`config.mk`:
```
export PLATFORM = sky130hd
export DESIGN_NAME = sat_dma
export DESIGN_NICKNAME = d
export VERILOG_FILES = /design/src/rtl/sat_dma_pkg.sv /design/src/rtl/sat_dma_seq.sv /design/src/rtl/sat_dma_buf.sv /design/src/rtl/sat_dma_addr.sv /design/src/rtl/sat_dma.sv
export SDC_FILE = /design/constraint.sdc
export NUM_CORES = 1
export LEC_CHECK = 0
export BUFFER_PORTS_ARGS = -buffer_cell sky130_fd_sc_hd__buf_2
export CELL_PAD_IN_SITES_DETAIL_PLACEMENT = 2
export CELL_PAD_IN_SITES_GLOBAL_PLACEMENT = 2
export CORE_MARGIN = 3
export CORE_UTILIZATION = 25
export DETAILED_ROUTE_END_ITERATION = 6
export GPL_ROUTABILITY_DRIVEN = 0
export PLACE_DENSITY = 0.82
export SKIP_CTS_REPAIR_TIMING = 1
export SLEW_MARGIN = 20
export SYNTH_ARGS = -nofsm -noshare
export SYNTH_HDL_FRONTEND = slang
export SYNTH_SLANG_ARGS = --single-unit
```
`constraint.sdc`:
```
create_clock -name clk -period 2.2 [get_ports clk]
set_clock_uncertainty 0.2 [all_clocks]
set_input_delay 0.44 -clock clk [delete_from_list [all_inputs] [get_ports clk]]
set_output_delay 0.44 -clock clk [all_outputs]
set_load 0.02 [all_outputs]
```
`src/rtl/sat_dma_pkg.sv`:
```
package sat_dma_pkg;

    localparam int unsigned DEF_ADDR_W      = 16;
    localparam int unsigned DEF_DATA_W      = 8;
    localparam int unsigned DEF_XFER_LEN    = 160;
    localparam int unsigned DEF_START_DELAY = 1;
    localparam logic [15:0] DEF_DEST_BASE   = 16'hFE00;

    // Where the transfer position counter stands.
    typedef enum logic [1:0] {
        PH_IDLE  = 2'd0,   // nothing to do
        PH_PRIME = 2'd1,   // first read only, no write yet
        PH_COPY  = 2'd2    // write held byte, read next byte
    } phase_e;

    // Memory actions taken on one step.
    typedef struct packed {
        logic rd;
        logic wr;
    } step_act_t;

    function automatic phase_e classify(input int unsigned pos, input int unsigned len);
        if (pos == 0)  return PH_IDLE;
        if (pos > len) return PH_PRIME;
        return PH_COPY;
    endfunction

    function automatic step_act_t actions(input phase_e ph, input logic step);
        step_act_t a;
        a.rd = step && (ph != PH_IDLE);
        a.wr = step && (ph == PH_COPY);
        return a;
    endfunction

endpackage

```
`src/rtl/sat_dma_seq.sv`:
```
module sat_dma_seq
    import sat_dma_pkg::*;
#(
    parameter int unsigned DATA_W      = DEF_DATA_W,
    parameter int unsigned XFER_LEN    = DEF_XFER_LEN,
    parameter int unsigned START_DELAY = DEF_START_DELAY,
    parameter int unsigned CNT_W       = $clog2(XFER_LEN + 2)
) (
    input  logic              clk,
    input  logic              rst,
    input  logic              step_en,
    input  logic              cfg_wr,
    input  logic [DATA_W-1:0] cfg_wdata,
    output logic [DATA_W-1:0] page,
    output logic [CNT_W-1:0]  pos
);
    localparam int unsigned DLY_W = (START_DELAY < 2) ? 1 : $clog2(START_DELAY + 1);
    localparam logic [CNT_W-1:0] POS_RELOAD = CNT_W'(XFER_LEN + 1);
    localparam logic [DLY_W-1:0] DLY_LOAD   = DLY_W'(START_DELAY);

    logic [DATA_W-1:0] page_q;
    logic [CNT_W-1:0]  pos_q, pos_d;
    logic [DLY_W-1:0]  dly_q, dly_d;

    // Position handling comes first, then the start delay, which may
    // override it with a fresh reload; a register write re-arms the delay.
    always_comb begin
        pos_d = pos_q;
        dly_d = dly_q;
        if (step_en) begin
            if (pos_q != '0) pos_d = pos_q - CNT_W'(1);
            if (dly_q != '0) begin
                dly_d = dly_q - DLY_W'(1);
                if (dly_q == DLY_W'(1)) pos_d = POS_RELOAD;
            end
        end
        if (cfg_wr) dly_d = DLY_LOAD;
    end

    always_ff @(posedge clk) begin
        if (rst) begin
            page_q <= '0;
            pos_q  <= '0;
            dly_q  <= '0;
        end else begin
            pos_q <= pos_d;
            dly_q <= dly_d;
            if (cfg_wr) page_q <= cfg_wdata;
        end
    end

    assign page = page_q;
    assign pos  = pos_q;

    AST_CFG_STORES: assert property (@(posedge clk) disable iff (rst)
        cfg_wr |=> (page_q == $past(cfg_wdata)) && (dly_q == DLY_LOAD));

    AST_DELAY_RELOADS: assert property (@(posedge clk) disable iff (rst)
        (step_en && dly_q == DLY_W'(1)) |=> (pos_q == POS_RELOAD));

    AST_POS_COUNTS_DOWN: assert property (@(posedge clk) disable iff (rst)
        (step_en && dly_q != DLY_W'(1) && pos_q != '0) |=> (pos_q == $past(pos_q) - CNT_W'(1)));

    AST_POS_HOLDS: assert property (@(posedge clk) disable iff (rst)
        !step_en |=> $stable(pos_q));

endmodule

```
`src/rtl/sat_dma_buf.sv`:
```
module sat_dma_buf
    import sat_dma_pkg::*;
#(
    parameter int unsigned DATA_W = DEF_DATA_W
) (
    input  logic              clk,
    input  logic              rst,
    input  logic              rd_issue,
    input  logic [DATA_W-1:0] rd_data,
    output logic [DATA_W-1:0] held
);
    logic              fill_q;
    logic [DATA_W-1:0] hold_q;

    // The memory answers one cycle after a read; the answer is captured
    // then, and bypassed straight through if a step lands in that cycle.
    always_ff @(posedge clk) begin
        if (rst) begin
            fill_q <= 1'b0;
            hold_q <= '0;
        end else begin
            fill_q <= rd_issue;
            if (fill_q) hold_q <= rd_data;
        end
    end

    assign held = fill_q ? rd_data : hold_q;

    AST_FILL_CAPTURES: assert property (@(posedge clk) disable iff (rst)
        fill_q |=> (hold_q == $past(rd_data)));

    AST_HOLD_STEADY: assert property (@(posedge clk) disable iff (rst)
        (!fill_q && !rd_issue) |=> $stable(hold_q));

endmodule

```
`src/rtl/sat_dma_addr.sv`:
```
module sat_dma_addr
    import sat_dma_pkg::*;
#(
    parameter int unsigned ADDR_W   = DEF_ADDR_W,
    parameter int unsigned DATA_W   = DEF_DATA_W,
    parameter int unsigned XFER_LEN = DEF_XFER_LEN,
    parameter int unsigned CNT_W    = $clog2(XFER_LEN + 2),
    parameter logic [ADDR_W-1:0] DEST_BASE = ADDR_W'(DEF_DEST_BASE)
) (
    input  logic              step_en,
    input  logic [CNT_W-1:0]  pos,
    input  logic [DATA_W-1:0] page,
    output logic              rd_en,
    output logic [ADDR_W-1:0] rd_addr,
    output logic              wr_en,
    output logic [ADDR_W-1:0] wr_addr,
    output logic              busy
);
    localparam int unsigned OFF_W = ADDR_W - DATA_W;

    phase_e      ph;
    step_act_t   act;
    logic [CNT_W:0] rd_off, wr_off;

    assign ph  = classify(int'(pos), XFER_LEN);
    assign act = actions(ph, step_en);

    // Offsets count up as the position counts down; the read runs one
    // byte ahead of the write.
    assign rd_off = (CNT_W+1)'(XFER_LEN + 1) - {1'b0, pos};
    assign wr_off = (CNT_W+1)'(XFER_LEN)     - {1'b0, pos};

    assign rd_en   = act.rd;
    assign wr_en   = act.wr;
    assign rd_addr = {page, OFF_W'(rd_off)};
    assign wr_addr = DEST_BASE + ADDR_W'(wr_off);
    assign busy    = (ph == PH_COPY);

endmodule

```
`src/rtl/sat_dma.sv`:
```
module sat_dma
    import sat_dma_pkg::*;
#(
    parameter int unsigned ADDR_W      = DEF_ADDR_W,
    parameter int unsigned DATA_W      = DEF_DATA_W,
    parameter int unsigned XFER_LEN    = DEF_XFER_LEN,
    parameter int unsigned START_DELAY = DEF_START_DELAY,
    parameter logic [ADDR_W-1:0] DEST_BASE = ADDR_W'(DEF_DEST_BASE)
) (
    input  logic              clk,
    input  logic              rst,
    input  logic              step_en,
    input  logic              cfg_wr,
    input  logic [DATA_W-1:0] cfg_wdata,
    output logic [DATA_W-1:0] cfg_rdata,
    output logic              rd_en,
    output logic [ADDR_W-1:0] rd_addr,
    input  logic [DATA_W-1:0] rd_data,
    output logic              wr_en,
    output logic [ADDR_W-1:0] wr_addr,
    output logic [DATA_W-1:0] wr_data,
    output logic              busy
);
    localparam int unsigned CNT_W = $clog2(XFER_LEN + 2);
    localparam int unsigned OFF_W = ADDR_W - DATA_W;

    logic [DATA_W-1:0] page;
    logic [CNT_W-1:0]  pos;

    sat_dma_seq #(
        .DATA_W(DATA_W), .XFER_LEN(XFER_LEN),
        .START_DELAY(START_DELAY), .CNT_W(CNT_W)
    ) u_seq (
        .clk(clk), .rst(rst), .step_en(step_en),
        .cfg_wr(cfg_wr), .cfg_wdata(cfg_wdata),
        .page(page), .pos(pos)
    );

    sat_dma_addr #(
        .ADDR_W(ADDR_W), .DATA_W(DATA_W), .XFER_LEN(XFER_LEN),
        .CNT_W(CNT_W), .DEST_BASE(DEST_BASE)
    ) u_addr (
        .step_en(step_en), .pos(pos), .page(page),
        .rd_en(rd_en), .rd_addr(rd_addr),
        .wr_en(wr_en), .wr_addr(wr_addr), .busy(busy)
    );

    sat_dma_buf #(
        .DATA_W(DATA_W)
    ) u_buf (
        .clk(clk), .rst(rst), .rd_issue(rd_en),
        .rd_data(rd_data), .held(wr_data)
    );

    assign cfg_rdata = page;

    AST_WR_NEEDS_BUSY: assert property (@(posedge clk) disable iff (rst)
        wr_en |-> busy);

    AST_WR_IN_WINDOW: assert property (@(posedge clk) disable iff (rst)
        wr_en |-> (wr_addr >= DEST_BASE) && (wr_addr < DEST_BASE + ADDR_W'(XFER_LEN)));

    AST_RD_FROM_PAGE: assert property (@(posedge clk) disable iff (rst)
        rd_en |-> (rd_addr[ADDR_W-1:OFF_W] == cfg_rdata));

    AST_QUIET_NO_STEP: assert property (@(posedge clk) disable iff (rst)
        !step_en |-> (!rd_en && !wr_en));

    AST_BUSY_AFTER_PRIME: assert property (@(posedge clk) disable iff (rst)
        $rose(busy) |-> ($past(rd_en) && !$past(wr_en)));

endmodule

```
Word level (Yosys, flattened, before mapping):

Index checks and enable logic that the tools add are counted.

* equality and inequality tests: 1
* muxes and demuxes: 13
* order comparisons: 1
* add/subtract/negate cells: 5
* reduce and logical (&&, ||, !) cells: 8

Operators by type and width (number)
* 8-bit 2-to-1 mux: 3
* 10-bit by 10-bit adder with 11-bit output (first input constant): 1
* 8-bit by 8-bit subtractor with 9-bit output (first input constant): 1
* 8-bit > comparator (second input constant): 1
* 8-bit logical NOT: 1
* 2-bit 2-to-1 mux: 4
* 8-bit nonzero test: 1
* 8-bit by 1-bit subtractor with 8-bit output (second input constant): 1
* 8-bit subtractor (first input constant): 1
* 1-bit 2-to-1 mux: 6
* 2-bit nonzero test: 3
* 2-bit == test (second input constant): 1
* 1-bit logical AND: 2
* 2-bit AND reduction: 1
* 1-bit subtractor (second input constant): 1

* register bits after elaboration: 26
* word-level logic and storage cells: 33
* output and inout port bits: 51
* input port bits: 20

Depth between registers and ports, before layout:

* word-level depth: 7
* depth in mapped cells: 7
* depth with buffers taken out: 6

By module:

Synthesis repeated with hierarchy kept, for this count alone.

* cells, all modules: 165
* area, all modules: 1569.0 um2

By module, submodules not included
* sat_dma_seq: seq. area each 340.3 um2, cells each 79, times used 1, area an instance 767.0 um2
* sat_dma_addr: seq. area each 0.0 um2, cells each 59, times used 1, area an instance 434.2 um2
* sat_dma_buf: seq. area each 180.2 um2, cells each 27, times used 1, area an instance 367.9 um2

Worst setup path before layout:

No wires, ideal clock.

* path kind: flip-flop to output port
* start point: register u_seq.pos_q[0], in the netlist u_seq.pos[0]
* end point: output rd_en
* path buffers: 1
* arrival: 1.690 ns
* slack: -0.130 ns
* cell stages (with the launch flop): 7
* required time: 1.560 ns
* path through: dfxtp_1 > inv_1 > ha_1 > or4b_4 > buf_6 > o21ai_4 > inv_1

* longest elaborated chain between the ends: 7
* elaborated cells on any way between the ends: 10
* classes of those cells: order compare (1); mux (6); reduce/logical (3)

RTL lines
* start, declared: line sat_dma_seq.sv:22 `logic [CNT_W-1:0] pos_q, pos_d;`
* start signal, assigned: line sat_dma_seq.sv:46 `pos_q <= pos_d;`
* 8-bit > comparator: line sat_dma_pkg.sv:24 `if (pos > len) return PH_PRIME;`
* 1-bit 2-to-1 mux (2 in a row): line sat_dma_pkg.sv:24
* 2-bit 2-to-1 mux: line sat_dma_pkg.sv:25 `return PH_COPY;`
* 2-bit 2-to-1 mux *: line sat_dma_pkg.sv:24
* 2-bit nonzero test *: line sat_dma_pkg.sv:30 `a.rd = step && (ph != PH_IDLE);`
* 1-bit logical AND *: line sat_dma_pkg.sv:30
* end, declared: line sat_dma.sv:16 `output logic rd_en,`

Every way passes the cells marked *; elsewhere a longest branch is shown, timed or not. The select of a mux whose other input is x is not followed.

Final worst setup path:

* start point: register u_seq.pos_q[1], in the netlist u_seq.pos[1]
* end point: output wr_en

* longest elaborated chain between the ends: 7
* elaborated cells on any way between the ends: 10
* classes of those cells: order compare (1); eq/ne (1); mux (6); reduce/logical (2)

RTL lines
* 8-bit > comparator: line sat_dma_pkg.sv:24
* 1-bit 2-to-1 mux (2 in a row): line sat_dma_pkg.sv:24
* 2-bit 2-to-1 mux: line sat_dma_pkg.sv:25
* 2-bit 2-to-1 mux *: line sat_dma_pkg.sv:24
* 2-bit == test *: line sat_dma_pkg.sv:31 `a.wr = step && (ph == PH_COPY);`
* 1-bit logical AND *: line sat_dma_pkg.sv:31
* end, declared: line sat_dma.sv:19 `output logic wr_en,`

Marked as above.

==> impl_metrics.py <==
metrics = {
    "synth": {
        "synth_top_family_by_area": "simple AND/OR/NAND/NOR gates",
        "ys_seq_area_frac": 0.356,
        "syn_inst": 161,
        "synth_mux_area_frac": 0.123,
        "syn_area_per_cell_um2": 9.08,
        "yosys_register_bits": 26,
        "synthXorXnorAreaFrac": 0.0779,
        "synth-adder-area-share": 0.0257,
        "synth_warnings": 0,
        "synth_compound_area_frac": 0.100,
        "synthSimpleGateAreaFrac": 0.164,
        "syn_area_um2": 1460,
        "yosysUniqueCellTypes": 35,
    },
    "run": {
        "drv_cap": 0,
    },
    "sta": {
        "holdWs_ps": 206,
        "finalHoldViolCount": 0,
        "max_freq_mhz": 414,
        "post-route-worst-setup-slack_ps": -218,
        "finalCritPeriodShare": 1.10,
        "rsz0062_at_grt": "true",
        "finalSetupTns_ps": -1040,
        "finalMaxSlewViolations": 0,
        "setup_viol": 8,
        "min_period_ps": 2420,
    },
    "routing": {
        "drtAntennaViolNets": 0,
        "drt_pass1_iterations": 4,
        "vias": 1294,
        "wl_um": 4220,
        "drc_errors": 0,
        "routedWlPerCell_um": 14.4,
        "first_iter_violations": 41,
        "post_drt_via_cell_ratio": 4.42,
    },
    "floorplan": {
        "dieArea_um2": 6800,
        "fp.dieH_um": 82.5,
        "ios": 71,
        "placementRows": 27,
        "core_um2": 5570,
        "die_x_um": 82.5,
        "initial_utilization": 0.262,
    },
    "finish": {
        "fin_area_um2": 1990,
        "nets": 245,
        "final_common_cell": "buf_2",
        "fill_cells": 652,
        "diodes": 0,
        "drive_gt1_frac": 0.538,
        "area_delta_synth_final_pct": 36.4,
        "layout_common_cells": "buf_2, buf_4, dfxtp_1",
    },
    "critical_path": {
        "worstSetupEndpointType": "primary output",
        "critPathMaxFanout": 6,
        "crit_required_ps": 1560,
        "critPathLaunchType": "register",
        "cp_num_buf_inv": 2,
        "max_stage_delay_ps": 540,
        "worst-setup-path-type": "register to primary output",
        "path_cells": "inv_4 -> ha_4 -> or4b_4 -> o21ai_4 -> nor2_2 -> buf_6",
        "cp_slowest_cell": "or4b_4",
        "crit_arrival_ps": 1780,
        "path_delay_family": "simple AND/OR/NAND/NOR gates",
    },
    "power_and_ir_drop": {
        "power_leakage_nw": 0.969,
        "ir_drop_mv": 0.721,
        "combPwrFrac": 0.712,
        "p_sw_frac": 0.460,
        "internal_power_mw": 1.83,
        "sequentialPowerShare": 0.196,
        "power_density_nw_per_um2": 1700,
        "p_clk_frac": 0.092,
        "p_total_mw": 3.38,
        "power_switching_mw": 1.56,
    },
    "clocking": {
        "clkTransAtPathRegs_ps": 90,
        "cts_inserted_buffers": 3,
        "htreeDepth": 1,
        "cts.sinks": 26,
        "clk_latency_ps": 270,
        "cts_tree": "yes",
        "cts_buffer_depth": 2,
        "cts-root-buf": "clkbuf_8",
    },
    "placement": {
        "portBuffers": 63,
        "dp_slack_ps": -10.8,
        "placedInstanceArea_um2": 1810,
        "hpwl_um": 3230,
    },
    "grt": {
        "antenna_found_initial": 0,
        "grt_pass1_vias": 1315,
        "grt_pass1_wl_um": 6380,
        "track_usage": 0.120,
        "grt_max_degree": 27,
        "gr-total-overflow": 0,
    },
    "outcome": {
        "outcome": "finished with violations",
        "violations": "negative setup slack",
    },
    "min_path": {
        "hold_class": "primary input to register",
    },
}
[layout make-up]
class,instances,area [µm²],share of cell area
well taps,72,90.1,0.0452
clock buffers,4,55.1,0.0276
inverters,6,25.0,0.0126
repair buffers,79,465,0.234
multi-input cells,106,830,0.416
flip-flops and latches,26,528,0.265
[power groups by stage]
| stage | Combinational [mW] | Clock, mW | Sequential (mW) |
|---|---|---|---|
| floorplan | 1.48 | 0 | 0.617 |
| global placement | 2.04 | 0 | 0.646 |
| detailed placement | 2.10 | 0 | 0.657 |
| CTS | 2.11 | 0.328 | 0.646 |
| global route | 2.62 | 0.352 | 0.678 |
| finish | 2.41 | 0.310 | 0.663 |
[tightest hold or removal path, delay by kind of cell]
kind / cells / cell delay, ps
AND/OR/NAND/NOR: 1 / 70
buffers and inverters: 1 / 80
multiplexers: 1 / 50
[metal layers]
layer | GRT usage | wire length (µm)
met1 | 0.143 | 1670
met2 | 0.225 | 2300
met3 | 0.0304 | 214
met4 | 0.00498 | 38
met5 | 0 | 0
[cells in the mapped netlist (all sizes together)]
library cell / n / area, µm²
a211oi: 1 / 7.51
a21boi: 2 / 15.0
a21oi: 9 / 45.0
a31oi: 1 / 6.26
buf: 21 / 166
clkbuf: 8 / 30.0
conb: 1 / 3.75
dfxtp: 26 / 521
ha: 3 / 37.5
inv: 6 / 22.5
mux2: 8 / 90.1
mux2i: 9 / 90.1
nand2: 6 / 22.5
nand3: 1 / 5.00
nand4: 1 / 6.26
nor2: 18 / 67.6
nor2b: 10 / 62.6
nor3: 2 / 15.0
nor3b: 1 / 7.51
o2111ai: 1 / 15.0
o211ai: 1 / 7.51
o21a: 1 / 7.51
o21ai: 3 / 26.3
o31ai: 1 / 7.51
o41ai: 1 / 8.76
or3: 2 / 15.0
or4: 2 / 15.0
or4b: 2 / 23.8
xnor2: 10 / 87.6
xor2: 3 / 26.3
[final timing paths]
check	start	end	slack [ps]	cells past startpoint
setup / recovery	u_seq.pos[1]	wr_en	-220	6
hold / removal	cfg_wdata[7]	u_seq.page[7]	210	3
setup reg to reg	u_seq.pos[2]	u_seq.pos[7]	130	7
hold reg to reg	u_seq.page[4]	u_seq.page[4]	320	2
[state kept, by name (all words and copies together) (netlist names)]
name          count
u_buf.fill_q      1
u_buf.hold_q      8
u_seq.dly_q       1
u_seq.page        8
u_seq.pos         8
[cell families after synthesis]
logic type,after synthesis
AOI/OAI and AO/OA,21
and+or+nand+nor,45
muxes,17
buffers and inverters,35
adders and majority gates,3
DFF,26
other,1
xor gates and xnor gates,13
[through the flow]
| stage | util | cells |
|---|---|---|
| finish | 0.358 | 293 |
| global route | 0.358 | 293 |
| CTS | 0.335 | 291 |
| detailed placement | 0.325 | 287 |
| global placement | 0.325 | 287 |
| floorplan | - | 167 |
(Power assumes the default switching activity.)
